File: src/rtl/pwm3_pkg.sv
package pwm3_pkg;
  localparam int unsigned NPH = 3;

  typedef struct packed {
    logic bot_inv;
    logic top_inv;
  } pol_t;
endpackage

File: src/rtl/pwm3_cfg.sv
module pwm3_cfg import pwm3_pkg::*; #(
  parameter int unsigned DW         = 8,
  parameter int unsigned PRECHG_CYC = 64
) (
  input  logic          clk_i,
  input  logic          rst_ni,
  input  logic          pol_wr_i,
  input  logic [1:0]    pol_i,
  input  logic          dt_wr_i,
  input  logic [DW-1:0] dt_i,
  output pol_t          pol_o,
  output logic [DW-1:0] dt_o,
  output logic          oe_o,
  output logic          run_o,
  output logic          err_o
);
  localparam int unsigned PCW = $clog2(PRECHG_CYC + 1);

  logic          pol_set_q, dt_set_q, run_q, err_q;
  pol_t          pol_q;
  logic [DW-1:0] dt_q;
  logic [PCW-1:0] pc_q;

  always_ff @(posedge clk_i or negedge rst_ni) begin
    if (!rst_ni) begin
      pol_set_q <= 1'b0;
      dt_set_q  <= 1'b0;
      run_q     <= 1'b0;
      err_q     <= 1'b0;
      pol_q     <= '0;
      dt_q      <= '0;
      pc_q      <= '0;
    end else begin
      err_q <= (pol_wr_i && pol_set_q) || (dt_wr_i && dt_set_q);
      if (pol_wr_i && !pol_set_q) begin
        pol_q     <= pol_t'(pol_i);
        pol_set_q <= 1'b1;
      end
      if (dt_wr_i && !dt_set_q) begin
        dt_q     <= dt_i;
        dt_set_q <= 1'b1;
      end
      // pre-charge: low sides only, then release
      if (pol_set_q && dt_set_q && !run_q) begin
        if (pc_q == PCW'(PRECHG_CYC - 1)) run_q <= 1'b1;
        pc_q <= pc_q + PCW'(1);
      end
    end
  end

  assign pol_o = pol_q;
  assign dt_o  = dt_q;
  assign oe_o  = pol_set_q && dt_set_q;
  assign run_o = run_q;
  assign err_o = err_q;
endmodule

File: src/rtl/pwm3_carrier.sv
module pwm3_carrier import pwm3_pkg::*; #(
  parameter int unsigned CW       = 16,
  parameter int unsigned TICK_DIV = 1
) (
  input  logic              clk_i,
  input  logic              rst_ni,
  input  logic [CW-1:0]     period_i,
  input  logic [NPH*CW-1:0] duty_i,
  output logic              tick_o,
  output logic [NPH-1:0]    ref_o
);
  generate
    if (TICK_DIV > 1) begin : g_div
      localparam int unsigned DVW = $clog2(TICK_DIV);
      logic [DVW-1:0] div_q;
      always_ff @(posedge clk_i or negedge rst_ni) begin
        if (!rst_ni)                           div_q <= '0;
        else if (div_q == DVW'(TICK_DIV - 1))  div_q <= '0;
        else                                   div_q <= div_q + DVW'(1);
      end
      assign tick_o = (div_q == DVW'(TICK_DIV - 1));
    end else begin : g_nodiv
      assign tick_o = 1'b1;
    end
  endgenerate

  logic [CW-1:0]          cnt_q, per_q;
  logic                   up_q;
  logic [NPH-1:0][CW-1:0] duty_q;

  always_ff @(posedge clk_i or negedge rst_ni) begin
    if (!rst_ni) begin
      cnt_q  <= '0;
      per_q  <= '0;
      up_q   <= 1'b1;
      duty_q <= '0;
    end else if (tick_o) begin
      if (cnt_q == '0) begin
        // valley: shadow reload point
        per_q  <= period_i;
        duty_q <= duty_i;
        cnt_q  <= CW'(1);
        up_q   <= 1'b1;
      end else if (up_q && cnt_q >= per_q) begin
        cnt_q <= cnt_q - CW'(1);
        up_q  <= 1'b0;
      end else if (up_q) begin
        cnt_q <= cnt_q + CW'(1);
      end else begin
        cnt_q <= cnt_q - CW'(1);
      end
    end
  end

  always_comb begin
    for (int k = 0; k < NPH; k++) ref_o[k] = (cnt_q < duty_q[k]);
  end
endmodule

File: src/rtl/pwm3_deadband.sv
module pwm3_deadband #(
  parameter int unsigned DW = 8
) (
  input  logic          clk_i,
  input  logic          rst_ni,
  input  logic          tick_i,
  input  logic          ref_i,
  input  logic [DW-1:0] dt_i,
  output logic          top_o,
  output logic          bot_o
);
  logic          ref_q;
  logic [DW-1:0] cnt_q;

  always_ff @(posedge clk_i or negedge rst_ni) begin
    if (!rst_ni) begin
      ref_q <= 1'b0;
      cnt_q <= '0;
    end else if (tick_i) begin
      ref_q <= ref_i;
      if (ref_i != ref_q)    cnt_q <= dt_i;
      else if (cnt_q != '0)  cnt_q <= cnt_q - DW'(1);
    end
  end

  assign top_o = ref_q  && (cnt_q == '0);
  assign bot_o = !ref_q && (cnt_q == '0);
endmodule

File: src/rtl/pwm3_gen.sv
module pwm3_gen import pwm3_pkg::*; #(
  parameter int unsigned CW         = 16,
  parameter int unsigned DW         = 8,
  parameter int unsigned TICK_DIV   = 1,
  parameter int unsigned PRECHG_CYC = 64
) (
  input  logic              clk_i,
  input  logic              rst_ni,
  input  logic [CW-1:0]     period_i,
  input  logic [NPH*CW-1:0] duty_i,
  input  logic              pol_wr_i,
  input  logic [1:0]        pol_i,
  input  logic              dt_wr_i,
  input  logic [DW-1:0]     dt_i,
  input  logic              kill_i,
  output logic [2*NPH-1:0]  pwm_o,
  output logic              oe_o,
  output logic              energized_o,
  output logic              cfg_err_o
);
  logic           tick, oe, run, err;
  logic [NPH-1:0] ref_s, top_s, bot_s, act_top, act_bot;
  pol_t           pol;
  logic [DW-1:0]  dt;

  pwm3_cfg #(.DW(DW), .PRECHG_CYC(PRECHG_CYC)) u_cfg (
    .clk_i, .rst_ni, .pol_wr_i, .pol_i, .dt_wr_i, .dt_i,
    .pol_o(pol), .dt_o(dt), .oe_o(oe), .run_o(run), .err_o(err)
  );

  pwm3_carrier #(.CW(CW), .TICK_DIV(TICK_DIV)) u_carrier (
    .clk_i, .rst_ni, .period_i, .duty_i, .tick_o(tick), .ref_o(ref_s)
  );

  generate
    for (genvar k = 0; k < NPH; k++) begin : g_leg
      pwm3_deadband #(.DW(DW)) u_db (
        .clk_i, .rst_ni, .tick_i(tick), .ref_i(ref_s[k]), .dt_i(dt),
        .top_o(top_s[k]), .bot_o(bot_s[k])
      );
    end
  endgenerate

  always_comb begin
    for (int k = 0; k < NPH; k++) begin
      act_top[k]     = run && top_s[k] && !kill_i;
      act_bot[k]     = (run ? bot_s[k] : 1'b1) && !kill_i;
      pwm_o[2*k]     = oe && (act_top[k] ^ pol.top_inv);
      pwm_o[2*k + 1] = oe && (act_bot[k] ^ pol.bot_inv);
    end
  end

  assign oe_o        = oe;
  assign energized_o = run && !kill_i;
  assign cfg_err_o   = err;
endmodule

File: config.mk
export PLATFORM = sky130hd
export DESIGN_NAME = pwm3_gen
export DESIGN_NICKNAME = d
export VERILOG_FILES = /design/src/rtl/pwm3_pkg.sv /design/src/rtl/pwm3_cfg.sv /design/src/rtl/pwm3_carrier.sv /design/src/rtl/pwm3_deadband.sv /design/src/rtl/pwm3_gen.sv
export SDC_FILE = /design/constraint.sdc
export NUM_CORES = 1
export LEC_CHECK = 0
export BUFFER_PORTS_ARGS = -buffer_cell sky130_fd_sc_hd__buf_2
export CELL_PAD_IN_SITES_DETAIL_PLACEMENT = 1
export CELL_PAD_IN_SITES_GLOBAL_PLACEMENT = 1
export CORE_UTILIZATION = 46
export DETAILED_ROUTE_END_ITERATION = 8
export PLACE_DENSITY_LB_ADDON = 0.25
export SLEW_MARGIN = 10
export SYNTH_ARGS = -nofsm -noshare
export SYNTH_HDL_FRONTEND = slang
export SYNTH_HIERARCHICAL = 1
export SYNTH_SLANG_ARGS = --single-unit
File: constraint.sdc
create_clock -name clk_i -period 4.4 [get_ports clk_i]
set_clock_uncertainty 0.15 [all_clocks]
set_input_delay 1.1 -clock clk_i [delete_from_list [all_inputs] [get_ports clk_i]]
set_output_delay 1.1 -clock clk_i [all_outputs]
set_load 0.03 [all_outputs]
==> results of run 1 <==
[power by group through the flow]
stage                     combinational, W  clock, W  sequential (W)
final                              0.00222   0.00159         0.00215
after global routing               0.00251   0.00166         0.00221
after CTS                          0.00222   0.00162         0.00214
after detailed placement           0.00216         0         0.00214
after global placement             0.00196         0         0.00210
after floorplan                    0.00160         0         0.00199
[cells by family (layout without fill, tap and decap cells)]
group	Yosys count	after routing	share of synthesized area, %
compound gates	192	192	15.64
xor+xnor	13	13	1.490
fa+ha+maj	70	70	11.46
buf+inv	104	201	5.763
flops	129	129	42.26
mux	45	45	6.303
other cells	1	1	0.04907
simple gates	260	260	17.04
[area by class of cell]
cell class / instances / area (sq um)
inverters: 77 / 289.0
clock buffers: 19 / 452.9
repair buffers: 92 / 500.5
multi-input cells: 581 / 3979
flip-flops and latches: 129 / 3229
clock inverters: 13 / 206.4
fillers: 1865 / 7131
well taps: 216 / 270.3
[final timing paths]
check                                             start                            endpoint  cells after the start
setup / recovery           u_carrier/cnt_q[9]$_DFF_PN0_  g_leg[0].u_db/cnt_q[6]$_DFFE_PN0P_                     11
hold / removal                u_cfg/pc_q[6]$_DFFE_PN0P_           u_cfg/pc_q[6]$_DFFE_PN0P_                      1
setup reg to reg           u_carrier/cnt_q[9]$_DFF_PN0_  g_leg[0].u_db/cnt_q[6]$_DFFE_PN0P_                     11
hold reg to reg               u_cfg/pc_q[6]$_DFFE_PN0P_           u_cfg/pc_q[6]$_DFFE_PN0P_                      1
max in group asynchronous                        rst_ni        u_carrier/cnt_q[6]$_DFF_PN0_                      2
min in group asynchronous                        rst_ni     u_carrier/per_q[13]$_DFFE_PN0P_                      1
[sequential cells by signal, summed over array words and instances (netlist names), 2 cells and up]
register          count
u_carrier/duty_q     48
u_carrier/cnt_q      16
u_cfg/dt_o            8
g_leg.u_db/ref_q      3
u_carrier/per_q      16
u_cfg/pol_o           2
g_leg.u_db/cnt_q     24
u_cfg/pc_q            7
[cell usage after synthesis (all sizes together) (4+ instances only)]
library cell | instances | area share, %
a211o | 6 | 0.69
xor2 | 5 | 0.57
xnor2 | 8 | 0.92
ha | 70 | 11
buf | 23 | 1.8
a21o | 15 | 1.5
o21ai | 94 | 6.2
and3 | 5 | 0.41
or4 | 9 | 0.98
nand3 | 17 | 1.1
dfrtp | 128 | 42
o21a | 6 | 0.59
a221oi | 7 | 0.80
nor3 | 10 | 0.92
a31oi | 9 | 0.74
a21oi | 19 | 1.2
nand2b | 12 | 0.98
o211ai | 6 | 0.59
inv | 77 | 3.8
and2 | 6 | 0.49
nand2 | 101 | 5.0
nand4 | 14 | 1.1
clkbuf | 4 | 0.20
nor2b | 7 | 0.67
a211oi | 4 | 0.39
mux2i | 20 | 2.6
mux2 | 25 | 3.7
o21bai | 4 | 0.39
o22a | 6 | 0.69
nor2 | 53 | 2.7
nor4 | 5 | 0.65
nor3b | 9 | 0.88
a22oi | 6 | 0.59
or3 | 4 | 0.33
[metrics by stage]
stage | cell area [sq um] | setup WS [ps] | power (W) | cells
final | 8927 | 336.0 | 0.005955 | 1127
after global routing | 8927 | 92.07 | 0.006383 | 1127
after CTS | 8927 | 366.3 | 0.005980 | 1127
after detailed placement | 8268 | 494.3 | 0.004305 | 1095
after global placement | 8268 | 697.9 | 0.004056 | 1095
after floorplan | 7642 | 1200 | 0.003591 | 814
[routing by layer]
| layer | up-vias | global-route usage [%] | wire [microns] |
|---|---|---|---|
| met2 | 140 | 45.88 | 10670 |
| met1 | 3194 | 34.61 | 9632 |
| met5 | - | 0 | 0 |
| met3 | 28 | 4.967 | 762 |
| met4 | 0 | 8.993 | 353 |
| li1 | 3026 | - | - |
==> impl_metrics.toml, run 1 <==
[yosys]
synthesis.area_per_instance_sq_um = 9.389
ys_types = 55
warnings_synthesis = 6
netlist_instances = 814
async_reset_ff_share_pct = 100.0
synthesis.nets = 963
synth_edf_count = 0
ys_seq_area_share_pct = 42.26
ys_dominant_reg_cell = "sky130_fd_sc_hd__dfrtp_1"
post_syn_area_sq_um = 7642
synth.ff_latch_count = 129

[worst_setup_path]
setup_slack_of_the_most_critical_reg_to_reg_path_ps = 340
critical_path.startpoint_type = "flip-flop"
timing.critical_path.arrival_ps = 4200
cp_slowest_cell = "sky130_fd_sc_hd__xor2_1"
critical_path.cell_chain = "ha_1 -> a21o_1 -> a21o_1 -> a211oi_1 -> o21bai_1 -> a21o_1 -> a221oi_1 -> xor2_1 -> nor3b_1 -> a221oi_1 -> o21ai_1"
timing.critical_path.to_type = "flip-flop"
cp.required_ps = 4540
critical_path_class = "flip-flop to flip-flop"
critPathMaxFanout = 13
worstPathBufferInverterCount = 0
critPathMostFrequentCell = "sky130_fd_sc_hd__a21o_1"
critical_path.max_stage_delay_ps = 740
top_cell_family_by_delay_on_the_critical_path = "compound AO/OA/AOI/OAI gates"

[final_layout]
design.final.nets = 1047
area_delta_synth_final_pct = 16.81
layout-drive-gt1-share_pct = 18.44
finish.utilization_pct = 55.59
layout.cells.most_common = "sky130_fd_sc_hd__dfrtp_1"
num_antenna_cells = 0
most-common-layout-cells = "sky130_fd_sc_hd__dfrtp_1 (128), sky130_fd_sc_hd__nand2_1 (101), sky130_fd_sc_hd__buf_2 (86)"

[floorplanning]
core_sq_um = 16060
initial_utilization_pct = 47.59
die_height_microns = 130.9
floorplan.die_area_sq_um = 17130
floorplan.die.width_microns = 130.9
core.rowCount = 46
io_pins = 88

[clocking]
cts_root_buffer = "sky130_fd_sc_hd__clkbuf_16"
clock_tree_from_tritoncts = "built"
post_cts.repair.setup_buffers = 0
cts_htree_levels = 4
cts_buffer_depth = 2
cts.clk_slew.worst_paths_ps = 60
holdBufCountCts = 0
clock_sinks = 129
number_of_buffers_inserted_during_clock_tree_synthesis = 17
cts_resized = 0
worstSkewPairLatency_ps = 420

[min_path]
worst_hold_path_type = "flip-flop to flip-flop"

[global_routing]
grtUsageTotal_pct = 26.99
first_global_vias = 6807
grt_antenna_before_repair = 0
globalRoute.totalOverflow = 0
grt_pass1_wl_mm = 35.11
pin_count_of_the_biggest_net_entering_global_routing = 134

[pwr]
share_comb_of_total_power_pct = 37.3
power_density_nw_per_um2 = 667.0
max-vdd-ir-drop_v = 0.0003331
intPower_w = 0.003678
sequentialPowerShare_pct = 36.0
power.static_leakage_nw = 4.269
share_of_power_burned_in_the_clock_network_pct = 26.7
switching_part_of_the_total_power_pct = 38.24
net-switching-power_w = 0.002277

[sta]
slew-limit-headroom_pct = 42.95
rsz_0062_raised_after_global_routing = "no"
min_period_ps = 4064
final-setup-viol-count = 0
maxClockFrequency_mhz = 246.1
slew_viol_final = 0
setup_total_negative_slack_ps = 0
hold_violation_count_in_the_final_report = 0
timing.hold.ws_ps = 327.5
final.period_utilization_pct = 92.36
timing_worst_slew_pin_value_ps = 852.8

[place]
port-buffer-count = 87
post-dp-hpwl_mm = 14.81
gp_congestion = 0.8470

[route]
routed_wire_length_per_instance_microns = 19.00
detailed_route_vias_per_instance = 5.668
dr_total_vias = 6388
antenna_violating_nets_post_route = 0
finalWirelength_mm = 21.42
detail_route.iter0.violations = 334
post_detailed_route_drc_marker_count = 0
drt_pre_antenna_iters = 4

[run_status]
status = "completed"

[run]
timing.max_cap.violations = 0
Note: power is estimated with default switching activity, not from simulation.
==> run 2: changes to the inputs <==
--- a/config.mk
+++ b/config.mk
@@ -6,9 +6,8 @@
 export NUM_CORES = 1
 export LEC_CHECK = 0
 export BUFFER_PORTS_ARGS = -buffer_cell sky130_fd_sc_hd__buf_2
-export CELL_PAD_IN_SITES_DETAIL_PLACEMENT = 1
-export CELL_PAD_IN_SITES_GLOBAL_PLACEMENT = 1
-export CORE_UTILIZATION = 46
+export CORE_ASPECT_RATIO = 1.4
+export CORE_UTILIZATION = 56
 export DETAILED_ROUTE_END_ITERATION = 8
 export PLACE_DENSITY_LB_ADDON = 0.25
 export SLEW_MARGIN = 10
==> run 2 against run 1 <==
- core utilization increased by 11 points
- die area fell by 18%
- first-iteration DRC count is 11% lower
- critical path depth shrank 2
- combinational power fell by 7%
- critical path type is now flip-flop to output pin
- via count is 4.6% lower
- final cell count down 2.8%
==> impl_metrics.toml, run 2 (synthesis gave the netlist of run 1 again) <==
[run_status]
status = "completed"

[worst_setup_path]
critPathMostFrequentCell = "sky130_fd_sc_hd__inv_1"
top_cell_family_by_delay_on_the_critical_path = "simple AND/OR/NAND/NOR gates"
worstPathBufferInverterCount = 3
critical_path_class = "flip-flop to output pin"
timing.critical_path.to_type = "output pin"
critical_path.startpoint_type = "flip-flop"
critPathMaxFanout = 7
timing.critical_path.arrival_ps = 2610
critical_path.max_stage_delay_ps = 430
critical_path.cell_chain = "inv_1 -> ha_1 -> nor2b_1 -> nand3_1 -> nor2_1 -> inv_1 -> a21oi_1 -> mux2i_1 -> buf_2"
cp_slowest_cell = "sky130_fd_sc_hd__dfrtp_1"
cp.required_ps = 3150

[sta]
min_period_ps = 3856
fin_ws_ps = 543.6
setup_total_negative_slack_ps = 0
rsz_0062_raised_after_global_routing = "no"
final-setup-viol-count = 0
final.period_utilization_pct = 87.64
timing_worst_slew_pin_value_ps = 1019
hold_violation_count_in_the_final_report = 0
slew-limit-headroom_pct = 32.08
slew_viol_final = 0
maxClockFrequency_mhz = 259.3

[global_routing]
first_global_vias = 5964
globalRoute.totalOverflow = 0
grtUsageTotal_pct = 25.84
pin_count_of_the_biggest_net_entering_global_routing = 73
grt_pass1_wl_mm = 28.03
grt_antenna_before_repair = 0

[clocking]
number_of_buffers_inserted_during_clock_tree_synthesis = 17
cts_buffer_depth = 2
clock_tree_from_tritoncts = "built"
post_cts.repair.setup_buffers = 0
cts_root_buffer = "sky130_fd_sc_hd__clkbuf_16"
cts.clk_slew.worst_paths_ps = 60
clock_sinks = 129
cts_htree_levels = 4
holdBufCountCts = 0
cts_resized = 0
worstSkewPairLatency_ps = 420

[run]
timing.max_cap.violations = 0

[route]
drt_pre_antenna_iters = 4
dr_total_vias = 6093
detailed_route_vias_per_instance = 5.564
antenna_violating_nets_post_route = 0
routed_wire_length_per_instance_microns = 15.45
finalWirelength_mm = 16.91
detail_route.iter0.violations = 298
post_detailed_route_drc_marker_count = 0

[final_layout]
finish.utilization_pct = 66.31
register_area_sq_um = 3229
layout.cells.most_common = "sky130_fd_sc_hd__dfrtp_1"
area_delta_synth_final_pct = 15.62
final_cell_area_sq_um = 8836
layout-drive-gt1-share_pct = 18.51
multiInputGateArea_sq_um = 3983
design.final.nets = 1049
max_reg_flops = 48
biggestRegsByFlops = "u_carrier/duty_q: 48 flops, g_leg.u_db/cnt_q: 24 flops"
num_antenna_cells = 0
fill_cells = 1119
registers.top_by_ff_count = "u_carrier/duty_q"
most-common-layout-cells = "sky130_fd_sc_hd__dfrtp_1 (128), sky130_fd_sc_hd__nand2_1 (101), sky130_fd_sc_hd__buf_2 (86)"

[place]
post-dp-hpwl_mm = 12.23
gp_congestion = 0.8805
placed_cell_area_sq_um = 8219
post-place-ws_ps = 701.3
port-buffer-count = 87

[floorplanning]
core.rowCount = 50
initial_utilization_pct = 57.35
io_pins = 88
floorplan.die.width_microns = 100.7
core_sq_um = 13330
die_height_microns = 140.2
floorplan.die_area_sq_um = 14120

[pwr]
power_density_nw_per_um2 = 637.5
max-vdd-ir-drop_v = 0.0003342
power.static_leakage_nw = 4.253

[min_path]
worst_hold_path_type = "flip-flop to flip-flop"
[run 2: changes by cell type in the layout (fill, tap and decap cells not counted)]
cell,change
sky130_fd_sc_hd__buf_12,-2
sky130_fd_sc_hd__buf_4,+4
sky130_fd_sc_hd__bufinv_16,-2
sky130_fd_sc_hd__clkbuf_1,+2
sky130_fd_sc_hd__clkbuf_8,+2
sky130_fd_sc_hd__inv_6,-2
sky130_fd_sc_hd__o21ai_1,-1
sky130_fd_sc_hd__o21ai_2,+1
[run 2: layout make-up]
type                            count  area share [%]
Clock buffer                       23           5.523
Timing Repair Buffer               94           5.551
Tap cell                          182           2.577
Inverter                           77           3.271
Multi-Input combinational cell    581           45.07
Sequential cell                   129           36.55
Clock inverter                      9           1.459
[run 2: per-stage QoR]
step / cells / total power (W) / hold slack (ps)
2_1_floorplan: 814 / 0.003591 / 283.1
5_1_grt: 1095 / 0.006072 / 331.6
4_1_cts: 1095 / 0.005660 / 320.6
6_report: 1095 / 0.005633 / 313.8
3_5_place_dp: 1063 / 0.004165 / 308.4
3_3_place_gp: 1063 / 0.004092 / 303.6
[run 2: layer usage]
| metal | routed length [microns] | GRT usage [%] | vias up |
|---|---|---|---|
| met5 | 0 | 0 | - |
| met4 | 386 | 11.21 | 0 |
| met3 | 547 | 4.441 | 30 |
| met2 | 9108 | 47.80 | 136 |
| met1 | 6871 | 28.51 | 2898 |
| li1 | - | - | 3029 |
[run 2: path summary, 6_finish.rpt]
| path | startpoint | depth (start not counted) | end | slack (ps) |
|---|---|---|---|---|
| worst max-delay path | g_leg[0].u_db/cnt_q[0]$_DFFE_PN0P_ | 9 | pwm_o[1] | 540 |
| worst min-delay path | u_carrier/duty_q[32]$_DFFE_PN0P_ | 2 | u_carrier/duty_q[32]$_DFFE_PN0P_ | 310 |
| worst max register to register | u_carrier/cnt_q[9]$_DFF_PN0_ | 11 | g_leg[1].u_db/cnt_q[4]$_DFFE_PN0P_ | 610 |
| worst min register to register | u_carrier/duty_q[32]$_DFFE_PN0P_ | 2 | u_carrier/duty_q[32]$_DFFE_PN0P_ | 310 |
| max in group asynchronous | rst_ni | 2 | u_carrier/up_q$_DFFE_PN1P_ | 2530 |
| min in group asynchronous | rst_ni | 1 | g_leg[0].u_db/cnt_q[3]$_DFFE_PN0P_ | 600 |
[run 2: where the power goes]
group | internal, W | leakage, nW | total, W | switching (W)
registers | 0.00168 | 1.55 | 0.00211 | 0.000430
logic | 0.000946 | 2.41 | 0.00207 | 0.00113
clock network | 0.000948 | 0.299 | 0.00145 | 0.000502
total | 0.00358 | 4.25 | 0.00563 | 0.00206
[run 2: tightest hold or removal path: stages (launching register included)]
cell and delay, ps:
sky130_fd_sc_hd__dfrtp_1 340, sky130_fd_sc_hd__nand2_1 50, sky130_fd_sc_hd__nand2_1 50
==> run 3: changes to the inputs <==
--- a/config.mk
+++ b/config.mk
@@ -5,10 +5,11 @@
 export SDC_FILE = /design/constraint.sdc
 export NUM_CORES = 1
 export LEC_CHECK = 0
-export BUFFER_PORTS_ARGS = -buffer_cell sky130_fd_sc_hd__buf_2
-export CORE_ASPECT_RATIO = 1.4
+export BUFFER_PORTS_ARGS = -buffer_cell sky130_fd_sc_hd__buf_4
+export CORE_ASPECT_RATIO = 1.5
 export CORE_UTILIZATION = 56
 export DETAILED_ROUTE_END_ITERATION = 8
+export HOLD_SLACK_MARGIN = 0.08
 export PLACE_DENSITY_LB_ADDON = 0.25
 export SLEW_MARGIN = 10
 export SYNTH_ARGS = -nofsm -noshare
==> run 3 against run 2 <==
- clock-buffer cell count fell by 4
- final cell count down 2.2%
- flip-flop and latch count is the same
- sequential share of layout area down 0.60 points
- die area about the same
- sequential power about the same
- worst hold slack better by 9.7 ps
- critical endpoint unchanged
- largest cell class unchanged
- highest routed layer unchanged
==> impl_metrics.toml, run 3 (synthesis gave the netlist of run 1 again) <==
[sta]
slew-limit-headroom_pct = 46.55
final.period_utilization_pct = 86.38
slew_viol_final = 0
timing_worst_slew_pin_value_ps = 799.0
timing.hold.ws_ps = 323.4
rsz_0062_raised_after_global_routing = "no"
min_period_ps = 3801
hold_violation_count_in_the_final_report = 0
final-setup-viol-count = 0
maxClockFrequency_mhz = 263.1
setup_total_negative_slack_ps = 0

[route]
post_detailed_route_drc_marker_count = 0
antenna_violating_nets_post_route = 0
dr_total_vias = 6373
detailed_route_vias_per_instance = 5.951
finalWirelength_mm = 18.62
routed_wire_length_per_instance_microns = 17.38
detail_route.iter0.violations = 295
drt_pre_antenna_iters = 6

[clocking]
cts_buffer_depth = 2
clock_tree_from_tritoncts = "built"
clock_sinks = 129
cts_resized = 0
cts_root_buffer = "sky130_fd_sc_hd__clkbuf_16"
post_cts.repair.setup_buffers = 0
holdBufCountCts = 0
number_of_buffers_inserted_during_clock_tree_synthesis = 17
worstSkewPairLatency_ps = 420
cts.clk_slew.worst_paths_ps = 50
cts_htree_levels = 4

[worst_setup_path]
critPathMaxFanout = 7
critPathMostFrequentCell = "sky130_fd_sc_hd__inv_1"
critical_path.startpoint_type = "flip-flop"
cp.required_ps = 3150
timing.critical_path.to_type = "output pin"
timing.critical_path.arrival_ps = 2550
critical_path.cell_chain = "inv_1 -> ha_1 -> nor2b_1 -> nand3_1 -> nor2_1 -> inv_1 -> a21oi_1 -> mux2i_1 -> buf_4"
reg2regPathDepth = 11
critical_path_class = "flip-flop to output pin"
critical_path.max_stage_delay_ps = 430
cp_slowest_cell = "sky130_fd_sc_hd__dfrtp_1"

[floorplanning]
core_sq_um = 13150
die_height_microns = 145.1
io_pins = 88
floorplan.die.width_microns = 97.39
floorplan.die_area_sq_um = 14130
initial_utilization_pct = 58.14
core.rowCount = 51

[place]
post-dp-hpwl_mm = 13.34
port-buffer-count = 87
placed_cell_area_sq_um = 8402
gp_congestion = 0.8879

[pwr]
power.static_leakage_nw = 4.294
power_density_nw_per_um2 = 631.5
max-vdd-ir-drop_v = 0.0003236
report.power.total_w = 0.005672

[global_routing]
pin_count_of_the_biggest_net_entering_global_routing = 83
grt_antenna_before_repair = 0
first_global_vias = 6745
grtUsageTotal_pct = 27.68
globalRoute.totalOverflow = 0
grt_pass1_wl_mm = 31.38

[min_path]
hold_depth = 1
worst_hold_path_type = "flip-flop to flip-flop"

[final_layout]
final_cell_area_sq_um = 8982
area_delta_synth_final_pct = 17.53
biggestRegsByFlops = "u_carrier/duty_q: 48 flops, g_leg.u_db/cnt_q: 24 flops"
design.final.nets = 1049
finish.utilization_pct = 68.33
layout.cells.most_common = "sky130_fd_sc_hd__dfrtp_1"
most-common-layout-cells = "sky130_fd_sc_hd__dfrtp_1 (128), sky130_fd_sc_hd__nand2_1 (101), sky130_fd_sc_hd__buf_4 (94)"
num_antenna_cells = 0
fill_cells = 1016
max_reg_flops = 48
registers.top_by_ff_count = "u_carrier/duty_q"
layout-drive-gt1-share_pct = 18.42

[run]
timing.max_cap.violations = 0

[run_status]
status = "completed"
## run 3: layout make-up
| class | count | area (sq um) | area share (%) |
|---|---|---|---|
| clock buffer | 19 | 442.9 | 4.931 |
| clock inverter | 12 | 137.6 | 1.532 |
| inverter | 77 | 289.0 | 3.218 |
| multi-input combinational | 581 | 3979 | 44.30 |
| sequential | 129 | 3229 | 35.95 |
| tap | 159 | 198.9 | 2.215 |
| timing repair buffer | 94 | 705.7 | 7.856 |
## run 3: routing by layer
metal	vias up	GRT usage, %	routed length [microns]	part of all wire [%]
li1	3028	-	-	-
met1	3061	30.21	7108	38
met2	224	50.17	9916	53
met3	60	5.347	765	4.1
met4	0	14.19	827	4.4
met5	-	0	0	0
## run 3: metrics by stage
stage / instances / setup WS, ps
final: 1071 / 599.3
after global routing: 1071 / 356.8
after CTS: 1071 / 612.7
after detailed placement: 1040 / 683.4
after global placement: 1040 / 750.8
after floorplan: 814 / 1200
## run 3: final timing paths
check	end	start	slack, ps
min in group asynchronous	g_leg[2].u_db/cnt_q[3]$_DFFE_PN0P_	rst_ni	540
setup reg to reg	g_leg[2].u_db/cnt_q[4]$_DFFE_PN0P_	u_carrier/cnt_q[9]$_DFF_PN0_	610
setup / recovery	pwm_o[1]	g_leg[0].u_db/cnt_q[0]$_DFFE_PN0P_	600
max in group asynchronous	u_carrier/up_q$_DFFE_PN1P_	rst_ni	2630
hold / removal	u_cfg/pc_q[5]$_DFFE_PN0P_	u_cfg/pc_q[5]$_DFFE_PN0P_	320
hold reg to reg	u_cfg/pc_q[5]$_DFFE_PN0P_	u_cfg/pc_q[5]$_DFFE_PN0P_	320
## run 3: critical path, delay by kind of cell, from the launching register on
kind	cells	cell delay (ps)
and+or+nand+nor	3	730
muxes	1	220
DFF	1	430
buffers and inverters	3	380
adders and majority gates	1	180
AOI/OAI and AO/OA	1	200
## run 3: where the power goes
group	leakage, nW	internal (W)	switching, W	total, W
clock	0.267	0.000846	0.000528	0.00137
sequential	1.55	0.00168	0.000451	0.00213
combinational	2.48	0.000976	0.00119	0.00217
total	4.29	0.00350	0.00217	0.00567
